File: src/rtl/bufctl_pkg.sv
package bufctl_pkg;

    typedef enum logic [4:0] {
        W_IDLE = 5'd0,
        W_WAIT = 5'd1,
        W_FILL = 5'd2,
        W_DONE = 5'd3
    } wr_state_e;

    typedef enum logic [3:0] {
        R_IDLE = 4'd0,
        R_WAIT = 4'd1,
        R_PLAY = 4'd2,
        R_DONE = 4'd3
    } rd_state_e;

    typedef enum logic [1:0] {
        SYNC_AUTO = 2'd0,
        SYNC_EXT  = 2'd1,
        SYNC_SOFT = 2'd2,
        SYNC_RSVD = 2'd3
    } sync_e;

    localparam logic [31:0] BLOCK_ID = 32'h4441_4F46;

    localparam logic [3:0] A_ID     = 4'h0;
    localparam logic [3:0] A_CONFIG = 4'h1;
    localparam logic [3:0] A_LENGTH = 4'h2;
    localparam logic [3:0] A_CTRL   = 4'h3;
    localparam logic [3:0] A_TRIG   = 4'h4;
    localparam logic [3:0] A_STATUS = 4'h5;
    localparam logic [3:0] A_FSM    = 4'h6;
    localparam logic [3:0] A_BEAT_L = 4'h7;
    localparam logic [3:0] A_BEAT_H = 4'h8;

endpackage

File: src/rtl/bufctl_ram.sv
module bufctl_ram #(
    parameter int DATA_W = 32,
    parameter int DEPTH  = 64,
    localparam int PTR_W = $clog2(DEPTH)
) (
    input  logic              clk,
    input  logic              we,
    input  logic [PTR_W-1:0]  waddr,
    input  logic [DATA_W-1:0] wdata,
    input  logic [PTR_W-1:0]  raddr,
    output logic [DATA_W-1:0] rdata
);

    logic [DATA_W-1:0] mem [DEPTH];

    always_ff @(posedge clk) begin
        if (we) mem[waddr] <= wdata;
    end

    assign rdata = mem[raddr];

endmodule

File: src/rtl/bufctl_wr.sv
module bufctl_wr
    import bufctl_pkg::*;
#(
    parameter int DEPTH   = 64,
    parameter bit TX_PATH = 1'b0,
    localparam int PTR_W  = $clog2(DEPTH),
    localparam int CNT_W  = PTR_W + 1
) (
    input  logic             clk,
    input  logic             rst_n,
    input  logic             run,
    input  logic             start_ok,
    input  logic [CNT_W-1:0] target,
    input  logic             src_valid,
    output logic             src_ready,
    output logic             wr_en,
    output logic [PTR_W-1:0] wr_addr,
    output logic [CNT_W-1:0] len,
    output wr_state_e        state
);

    typedef struct packed {
        wr_state_e        state;
        logic [CNT_W-1:0] ptr;
        logic [CNT_W-1:0] len;
    } wr_t;

    wr_t q, d;

    always_comb begin
        d         = q;
        src_ready = (q.state == W_FILL);
        wr_en     = src_ready && src_valid;
        unique case (q.state)
            W_IDLE: if (run) d.state = W_WAIT;
            W_WAIT: if (TX_PATH || start_ok) begin
                d.state = W_FILL;
                d.ptr   = '0;
                d.len   = target;
            end
            W_FILL: if (wr_en) begin
                d.ptr = q.ptr + CNT_W'(1);
                if (q.ptr == q.len - CNT_W'(1)) d.state = W_DONE;
            end
            default: ;
        endcase
        if (!run) begin
            d.state = W_IDLE;
            d.ptr   = '0;
            d.len   = '0;
        end
    end

    always_ff @(posedge clk or negedge rst_n) begin
        if (!rst_n) begin
            q.state <= W_IDLE;
            q.ptr   <= '0;
            q.len   <= '0;
        end else begin
            q <= d;
        end
    end

    assign wr_addr = q.ptr[PTR_W-1:0];
    assign len     = q.len;
    assign state   = q.state;

    AST_FILL_LIMIT: assert property (@(posedge clk) disable iff (!rst_n)
        (q.state == W_FILL) |-> (q.ptr < q.len && q.len != '0));

endmodule

File: src/rtl/bufctl_rd.sv
module bufctl_rd
    import bufctl_pkg::*;
#(
    parameter int DEPTH   = 64,
    parameter bit TX_PATH = 1'b0,
    parameter bit CYCLIC  = 1'b0,
    localparam int PTR_W  = $clog2(DEPTH),
    localparam int CNT_W  = PTR_W + 1
) (
    input  logic             clk,
    input  logic             rst_n,
    input  logic             run,
    input  logic             start_ok,
    input  logic             wr_done,
    input  logic [CNT_W-1:0] len,
    input  logic             dst_ready,
    output logic             dst_valid,
    output logic [PTR_W-1:0] rd_addr,
    output rd_state_e        state
);

    localparam bit WRAP = TX_PATH && CYCLIC;

    typedef struct packed {
        rd_state_e        state;
        logic [CNT_W-1:0] ptr;
    } rd_t;

    rd_t q, d;

    always_comb begin
        d         = q;
        dst_valid = (q.state == R_PLAY);
        unique case (q.state)
            R_IDLE: if (wr_done) d.state = R_WAIT;
            R_WAIT: if (!TX_PATH || start_ok) begin
                d.state = R_PLAY;
                d.ptr   = '0;
            end
            R_PLAY: if (dst_ready) begin
                if (q.ptr == len - CNT_W'(1)) begin
                    if (WRAP) d.ptr = '0;
                    else      d.state = R_DONE;
                end else begin
                    d.ptr = q.ptr + CNT_W'(1);
                end
            end
            default: ;
        endcase
        if (!run) begin
            d.state = R_IDLE;
            d.ptr   = '0;
        end
    end

    always_ff @(posedge clk or negedge rst_n) begin
        if (!rst_n) begin
            q.state <= R_IDLE;
            q.ptr   <= '0;
        end else begin
            q <= d;
        end
    end

    assign rd_addr = q.ptr[PTR_W-1:0];
    assign state   = q.state;

    AST_PLAY_RANGE: assert property (@(posedge clk) disable iff (!rst_n)
        (q.state == R_PLAY) |-> (q.ptr < len));

endmodule

File: src/rtl/sample_buf_ctl.sv
module sample_buf_ctl
    import bufctl_pkg::*;
#(
    parameter int DATA_W     = 32,
    parameter int MEM_LOG2   = 8,
    parameter bit TX_PATH    = 1'b0,
    parameter bit CYCLIC     = 1'b0,
    parameter bit AUTO_START = 1'b0
) (
    input  logic              clk,
    input  logic              rst_n,
    input  logic              src_valid,
    output logic              src_ready,
    input  logic [DATA_W-1:0] src_data,
    output logic              dst_valid,
    input  logic              dst_ready,
    output logic [DATA_W-1:0] dst_data,
    input  logic              ext_trig,
    input  logic [3:0]        reg_addr,
    input  logic              reg_we,
    input  logic [31:0]       reg_wdata,
    output logic [31:0]       reg_rdata
);

    localparam int BYTES_W    = DATA_W / 8;
    localparam int DEPTH      = (1 << MEM_LOG2) / BYTES_W;
    localparam int PTR_W      = $clog2(DEPTH);
    localparam int CNT_W      = PTR_W + 1;
    localparam int UNIT_WORDS = 64 / BYTES_W;
    localparam int MAX_UNITS  = DEPTH / UNIT_WORDS;

    typedef struct packed {
        logic        run;
        sync_e       sync;
        logic [31:0] len;
        logic        sw_go;
        logic        ovf;
        logic        unf;
        logic [63:0] beats;
    } ctl_t;

    ctl_t q, d;

    wr_state_e        wr_state;
    rd_state_e        rd_state;
    logic             start_ok;
    logic [CNT_W-1:0] target;
    logic [CNT_W-1:0] cap_len;
    logic             wr_en;
    logic [PTR_W-1:0] wr_addr;
    logic [PTR_W-1:0] rd_addr;

    always_comb begin
        unique case (q.sync)
            SYNC_AUTO: start_ok = 1'b1;
            SYNC_EXT:  start_ok = ext_trig;
            SYNC_SOFT: start_ok = q.sw_go;
            default:   start_ok = 1'b0;
        endcase
        if (TX_PATH || q.len == '0 || q.len >= 32'(MAX_UNITS))
            target = CNT_W'(DEPTH);
        else
            target = CNT_W'(q.len * 32'(UNIT_WORDS));
    end

    always_comb begin
        d       = q;
        d.sw_go = 1'b0;
        if (reg_we) begin
            unique case (reg_addr)
                A_LENGTH: d.len = reg_wdata;
                A_CTRL: begin
                    d.run  = reg_wdata[0];
                    d.sync = sync_e'(reg_wdata[5:4]);
                end
                A_TRIG:  d.sw_go = reg_wdata[0];
                default: ;
            endcase
        end
        if (wr_en) d.beats = q.beats + 64'd1;
        if (!TX_PATH && wr_state == W_DONE && src_valid) d.ovf = 1'b1;
        if (TX_PATH && rd_state == R_DONE && dst_ready)  d.unf = 1'b1;
        if (!q.run) begin
            d.beats = '0;
            d.ovf   = 1'b0;
            d.unf   = 1'b0;
        end
    end

    always_ff @(posedge clk or negedge rst_n) begin
        if (!rst_n) begin
            q.run   <= AUTO_START;
            q.sync  <= SYNC_AUTO;
            q.len   <= '0;
            q.sw_go <= 1'b0;
            q.ovf   <= 1'b0;
            q.unf   <= 1'b0;
            q.beats <= '0;
        end else begin
            q <= d;
        end
    end

    always_comb begin
        unique case (reg_addr)
            A_ID:     reg_rdata = BLOCK_ID;
            A_CONFIG: reg_rdata = {18'd0, 6'(MEM_LOG2), 5'd0, 1'b0, TX_PATH, 1'b0};
            A_LENGTH: reg_rdata = q.len;
            A_CTRL:   reg_rdata = {26'd0, q.sync, 3'd0, q.run};
            A_STATUS: reg_rdata = {30'd0, q.ovf, q.unf};
            A_FSM:    reg_rdata = {20'd0, rd_state, 3'd0, wr_state};
            A_BEAT_L: reg_rdata = q.beats[31:0];
            A_BEAT_H: reg_rdata = q.beats[63:32];
            default:  reg_rdata = 32'd0;
        endcase
    end

    bufctl_wr #(.DEPTH(DEPTH), .TX_PATH(TX_PATH)) u_wr (
        .clk(clk), .rst_n(rst_n), .run(q.run), .start_ok(start_ok),
        .target(target), .src_valid(src_valid), .src_ready(src_ready),
        .wr_en(wr_en), .wr_addr(wr_addr), .len(cap_len), .state(wr_state)
    );

    bufctl_rd #(.DEPTH(DEPTH), .TX_PATH(TX_PATH), .CYCLIC(CYCLIC)) u_rd (
        .clk(clk), .rst_n(rst_n), .run(q.run), .start_ok(start_ok),
        .wr_done(wr_state == W_DONE), .len(cap_len), .dst_ready(dst_ready),
        .dst_valid(dst_valid), .rd_addr(rd_addr), .state(rd_state)
    );

    bufctl_ram #(.DATA_W(DATA_W), .DEPTH(DEPTH)) u_ram (
        .clk(clk), .we(wr_en), .waddr(wr_addr), .wdata(src_data),
        .raddr(rd_addr), .rdata(dst_data)
    );

    generate
        if (TX_PATH) begin : g_tx_chk
            AST_RSVD_NO_PLAY: assert property (@(posedge clk) disable iff (!rst_n)
                (q.sync == SYNC_RSVD && rd_state == R_WAIT) |=> (rd_state != R_PLAY));
        end else begin : g_rx_chk
            AST_RSVD_NO_FILL: assert property (@(posedge clk) disable iff (!rst_n)
                (q.sync == SYNC_RSVD && wr_state == W_WAIT) |=> (wr_state != W_FILL));
        end
    endgenerate

    AST_DRAIN_AFTER_FILL: assert property (@(posedge clk) disable iff (!rst_n)
        dst_valid |-> (wr_state == W_DONE));

    AST_NO_OVERFLOW_LOSS: assert property (@(posedge clk) disable iff (!rst_n)
        (q.run && q.ovf) |=> q.ovf);

    AST_UNDERFLOW_STICKY: assert property (@(posedge clk) disable iff (!rst_n)
        (q.run && q.unf) |=> q.unf);

    AST_BEAT_STEP: assert property (@(posedge clk) disable iff (!rst_n)
        q.run |=> (q.beats == $past(q.beats) || q.beats == $past(q.beats) + 64'd1));

    AST_HELD_IDLE: assert property (@(posedge clk) disable iff (!rst_n)
        !q.run |=> (wr_state == W_IDLE && rd_state == R_IDLE));

endmodule

File: config.mk
export PLATFORM = sky130hd
export DESIGN_NAME = sample_buf_ctl
export DESIGN_NICKNAME = d
export VERILOG_FILES = /design/src/rtl/bufctl_pkg.sv /design/src/rtl/bufctl_ram.sv /design/src/rtl/bufctl_wr.sv /design/src/rtl/bufctl_rd.sv /design/src/rtl/sample_buf_ctl.sv
export SDC_FILE = /design/constraint.sdc
export NUM_CORES = 2
export LEC_CHECK = 0
export ABC_AREA = 1
export BUFFER_PORTS_ARGS = -buffer_cell sky130_fd_sc_hd__buf_2
export CORE_MARGIN = 1
export CORE_UTILIZATION = 29
export CTS_CLUSTER_SIZE = 8
export DETAILED_ROUTE_END_ITERATION = 7
export GPL_ROUTABILITY_DRIVEN = 0
export PLACE_DENSITY_LB_ADDON = 0.2
export SYNTH_ARGS = -nofsm -noshare
export SYNTH_HDL_FRONTEND = slang
export SYNTH_HIERARCHICAL = 1
export SYNTH_SLANG_ARGS = --single-unit
File: constraint.sdc
create_clock -name clk -period 5.9 [get_ports clk]
set_input_delay 1.18 -clock clk [delete_from_list [all_inputs] [get_ports clk]]
set_output_delay 1.18 -clock clk [all_outputs]
set_load 0.005 [all_outputs]
# Word-level counts from Yosys, hierarchy flattened
# Memories as Yosys holds them, arrays and structs flattened.
# Index checks and enable logic that the tools add are counted.
# W data, S select, Z words.
[word_totals]
register_bits = 131
mem_bits_rw = 2048
in_bits = 74
output_inout_bits = 66
elab_cells = 88
memories = 1
[memory_table]
columns = ["name", "depth", "width", "rd", "rd_clocked_by_memory_dff", "wr", "line", "rtl"]
rows = [
  ["u_ram.mem", 64, 32, 1, 0, 1, "bufctl_ram.sv:14", "logic [DATA_W-1:0] mem [DEPTH];"],
]
[op_classes]
n_addsub = 4
magnitude_cmp = 1
eq_ne = 32
n_mux = 24
n_reduce_logical = 15
[op_table]
columns = ["operator", "count"]
rows = [
  ["$pmux W32 S8", 1],
  ["$mux W66", 1],
  ["$add A64 B1 Y64 const B", 1],
  ["$mux W64", 1],
  ["$mux W19", 2],
  ["$ge A32 B3 Y1 const B", 1],
  ["$logic_not A32 Y1", 1],
  ["$pmux W7 S2", 2],
  ["$mux W11", 2],
  ["$mux W7", 3],
  ["$ne A3 B2 Y1 const B", 6],
  ["$eq A4 B3 Y1 const B", 4],
  ["$pmux W5 S3", 1],
  ["$add A7 B1 Y7 const B", 2],
  ["$eq A7 B7 Y1", 2],
  ["$eq A4 B2 Y1 const B", 3],
  ["$mux W12", 1],
  ["$pmux W4 S3", 1],
  ["$eq A5 B2 Y1 const B", 2],
  ["$ne A3 B3 Y1 const B", 3],
  ["$eq A4 B1 Y1 const B", 2],
  ["$logic_not A4 Y1", 2],
  ["$mux W4", 2],
  ["$ne A2 B1 Y1 const B", 4],
  ["other kinds (16)", 26],
]

# Longest topological paths before layout
[depth]
word_depth = 6
depth_mapped = 16
mapped_depth_nobuf = 14

# Cells and area by module
# The synthesis kept the hierarchy.
[by_module_without_submodules]
columns = ["module", "instances", "cells_each", "area_per_inst_um2", "seq_area_each_um2"]
rows = [
  ["bufctl_ram", 1, 6737, 82097.5, 61499.0],
  ["sample_buf_ctl", 1, 902, 6276.0, 2527.4],
  ["bufctl_wr", 1, 176, 1222.4, 400.4],
  ["bufctl_rd", 1, 157, 957.2, 225.2],
]

# Worst setup path after synthesis
# OpenSTA, ideal clock, no wires.
[synth_timing]
kind = "input port to flip-flop"
startpoint = "input src_valid"
endpoint = "memory u_ram.mem[48][0], enable pin"
setup_ns = 0.502
arrival_ns = 5.054
t_required_ns = 5.398
setup_slack_ns = 0.344
cell_stages = 5
path_buffers = 1
path_cell_list = "nand2_1 inv_1 clkbuf_1 nand4_1 nor4_1"
[synth_between]
elab_chain_len = 3
[synth_lines]
columns = ["item", "line", "rtl"]
rows = [
  ["from (decl)", "sample_buf_ctl.sv:12", "input logic src_valid,"],
  ["$logic_and A1 B1 Y1", "bufctl_wr.sv:33", "wr_en = src_ready && src_valid;"],
  ["via wr_en", "sample_buf_ctl.sv:49", "logic wr_en;"],
  ["$mux W1", "bufctl_ram.sv:17", "if (we) mem[waddr] <= wdata;"],
  ["$mux W1 (implied by the code)", "bufctl_ram.sv:17", ""],
  ["to (decl)", "bufctl_ram.sv:14", ""],
]
# The timed path passes the listed nets, and every way through them passes these cells.

# Worst setup path in the final report
[layout_timing]
startpoint = "register u_rd.q (netlist bit u_rd/rd_addr[0])"
endpoint = "output dst_data[30]"
[layout_between]
elab_chain_len = 1
[layout_lines]
columns = ["item", "line", "rtl"]
rows = [
  ["from (decl)", "bufctl_rd.sv:29", "rd_t q, d;"],
  ["$mem_v2 Z64 W32", "--", ""],
  ["to (decl)", "sample_buf_ctl.sv:17", "output logic [DATA_W-1:0] dst_data,"],
]
# No other way between the ends.

==> results by group <==
Run status
  • Status: finished, final reports clean

Clock network
  • # hold bufs at CTS: 0
  • Clk root buf: clkbuf_16
  • Clk slew on worst S/H paths: 0.05 ns
  • CTS tree: done
  • Skew-Pair Late Insertion Delay: 0.90 ns
  • Post-CTS sizing: 0
  • H-tree depth: 5
  • Clock Sinks: 2174
  • Num CTS Buffers: 311
  • Setup bufs post-CTS: 0
  • CTS max path bufs: 4

Logic synthesis
  • Top FF cell, synth: edfxtp_1
  • Most frequent cells after synthesis: 2602 x nand2_1, 2048 x edfxtp_1, 1981 x nand3_1
  • Post-synth EDFFs: 2048
  • Post-Syn Area: 90600 um^2
  • Top-count cell post-synth: nand2_1
  • Syn_area_per_cell: 11.4 um^2
  • Yosys Warn Count: 6
  • Sequential area share after synthesis: 0.714
  • Asr flop ratio synth: 0.0580
  • Synth cell types: 46
  • Largest area contributor in the netlist: edfxtp_1
  • Synth Register Bits: 2174
  • Synth Instances: 7972
  • Post-synth top area share: 0.679
  • Synth top area cells: edfxtp_1 68%, nand3_1 11%, nand2_1 11%

Power and ir drop
  • PD cells: 340 nW/um^2
  • Worst VDD drop: 0.000204 V
  • Pleak: 36.6 nW

Final layout
  • Sequential cell area: 64700 um^2
  • Final Instance Area: 105000 um^2
  • Fraction of layout cells with a size suffix above 1: 0.102
  • Area of the multi-input gates: 23200 um^2
  • Layout area overhead: 15.7%
  • Layout fillers: 30600
  • Final core utilization: 0.338
  • Non-Filler Instances: 12300
  • Nets: 8219

Drt
  • Routed wire length per instance: 24.1 um
  • Drt via density: 5.02
  • WL final: 297 mm
  • DR pass1 iterations: 6
  • Via count: 61800
  • Top Layer Used: met4
  • Post-route DRC violation count: 0
  • Antenna Nets Post-Route: 0
  • Wire length on met3: 16.6 mm
  • Routed met1 length: 134 mm
  • WL met2: 139 mm
  • Drt first-iter violations: 5979

Worst setup path
  • Critical Path End Type: output port
  • Arr. time, crit path: 4.21 ns
  • Worst-path cell chain: inv_16 -> buf_12 -> buf_4 -> nand2_1 -> nand3_1 -> nand3_1 -> nand3_1 -> nand3_1 -> nand2_1 -> nand2_1 -> nand2_1 -> buf_2
  • Capturing point of the worst reg2reg path: u_ram/mem[60][28]
  • Slowest cell on crit path: dfrtp_4
  • Critical Path RT: 4.72 ns
  • WS Path Type: flop to output port
  • Worst-case reg-to-reg path depth: 8
  • RR Startpoint: u_wr/state[0]
  • Worst setup path start: u_rd/rd_addr[0]
  • CP endpoint: dst_data[30]
  • Critical-path maximum fanout: 130
  • Crit-path max cell delay: 0.65 ns
  • Reg2Reg Setup Slack: 2.28 ns
  • Crit path launch type: flop

Run
  • Max-cap violations: 0

STA
  • Crit share post-route: 0.913
  • Min cycle time layout: 5.39 ns
  • Worst rel slew slack: 0.115
  • RSZ-0062 raised after global routing: no
  • # setup viols final: 0
  • Slew @ Worst Pin: 1.32 ns
  • Maximum achievable frequency: 186 MHz
  • Final WS setup: 0.513 ns
  • Final max-slew violation count: 0
  • Worst-case clock skew: 0.0664 ns
  • Final Hold Viols: 0
  • TNS Setup: 0 ns

Global routing
  • Largest net degree at the start of global routing: 148
  • Gr usage total: 0.184
  • Vias in the first global route: 59500
  • Initial antenna violation count: 11
  • Global-route wire length before repair: 430 mm
  • Global route overflow: 0

Floorplanning
  • DIE WIDTH: 561 um
  • Ports: 140
  • Die Y: 561 um
  • Core area: 310000 um^2
  • Initial Utilization: 0.292
  • Die ar.: 314000 um^2
  • Row count: 204

Min path
  • Worst hold path type: primary input to async pin

Placement
  • Placement Cell Area: 96400 um^2
  • Post-DP HPWL: 163 mm
  • Post-place setup slack: 1.36 ns
  • Port bufs: 139
  • Placed cells: 11900
worst min path at each step:
stage / cells past startpoint / end / slack, ns / from
finish: 1 / q[56] / 0.21 / rst_n
global route: 1 / q[53] / 0.21 / rst_n
CTS: 1 / q[45] / 0.17 / rst_n
detailed placement: 2 / q[99] / 0.47 / q[99]
global placement: 2 / q[99] / 0.47 / q[99]
floorplan: 2 / q[99] / 0.45 / q[99]
cells by family (layout without fill, tap and decap cells):
| group | count (synthesis) | count (layout) | share of synthesized area |
|---|---|---|---|
| other cells | 3 | 14 | 0.000124 |
| flops | 2174 | 2174 | 0.714 |
| compound gates | 140 | 140 | 0.00888 |
| xor+xnor | 9 | 9 | 0.000871 |
| simple gates | 4950 | 4950 | 0.236 |
| fa+ha+maj | 11 | 11 | 0.00152 |
| mux | 28 | 28 | 0.00348 |
| buf+inv | 657 | 853 | 0.0350 |
sequential cells by signal, indices dropped and copies added, names as in the netlist:
register and flops:
u_ram/mem 2048, q 101, u_wr/len 7, u_rd/rd_addr 6
u_wr/wr_addr 6, u_rd/state 2, u_wr/state 2, u_rd/q 1
u_wr/q 1
layout make-up:
cell class	instances	share of cell area
diodes	5	0.000119
clock buffers	331	0.0760
clock inverters	22	0.00383
inverters	158	0.00602
multi-input cells	5147	0.222
flip-flops and latches	2174	0.617
well taps	4120	0.0492
repair buffers	342	0.0260
critical path: cells and delay by family, from the launching register on:
| family | cells | cell delay [ns] |
|---|---|---|
| buffers and inverters | 4 | 1.27 |
| AND/OR/NAND/NOR | 8 | 1.26 |
| flip-flops | 1 | 0.65 |
layer usage:
metal  GRT usage  up-vias
met5           0        -
met4      0.0482        0
met3      0.0251      410
met2       0.299     1940
met1       0.259    31200
li1            -    28200
per-stage QoR:
| step | power [mW] | hold WS, ns |
|---|---|---|
| CTS | 36.0 | 0.172 |
| detailed placement | 20.0 | 0.473 |
| global route | 36.9 | 0.210 |
| finish | 35.6 | 0.212 |
| global placement | 19.9 | 0.473 |
| floorplan | 19.0 | 0.453 |
report_power, final:
group | internal (mW) | switching, mW | leakage, nW
combinational | 0.695 | 1.83 | 12.4
sequential | 17.0 | 0.126 | 20.1
clock | 9.47 | 6.51 | 4.08
total | 27.2 | 8.46 | 36.6
cells in the final DEF, fill, tap and decap left out, types with 28 or more instances in the layout:
cell	instances
nand2_1	2602
edfxtp_1	2048
nand3_1	1981
clkbuf_16	316
nor2_1	200
buf_4	164
inv_1	138
buf_2	137
dfrtp_1	119
nor2_4	63
a21oi_1	55
o21ai_0	45
buf_12	40
nand4_1	28
No activity file was read; power rests on OpenSTA's default activity.
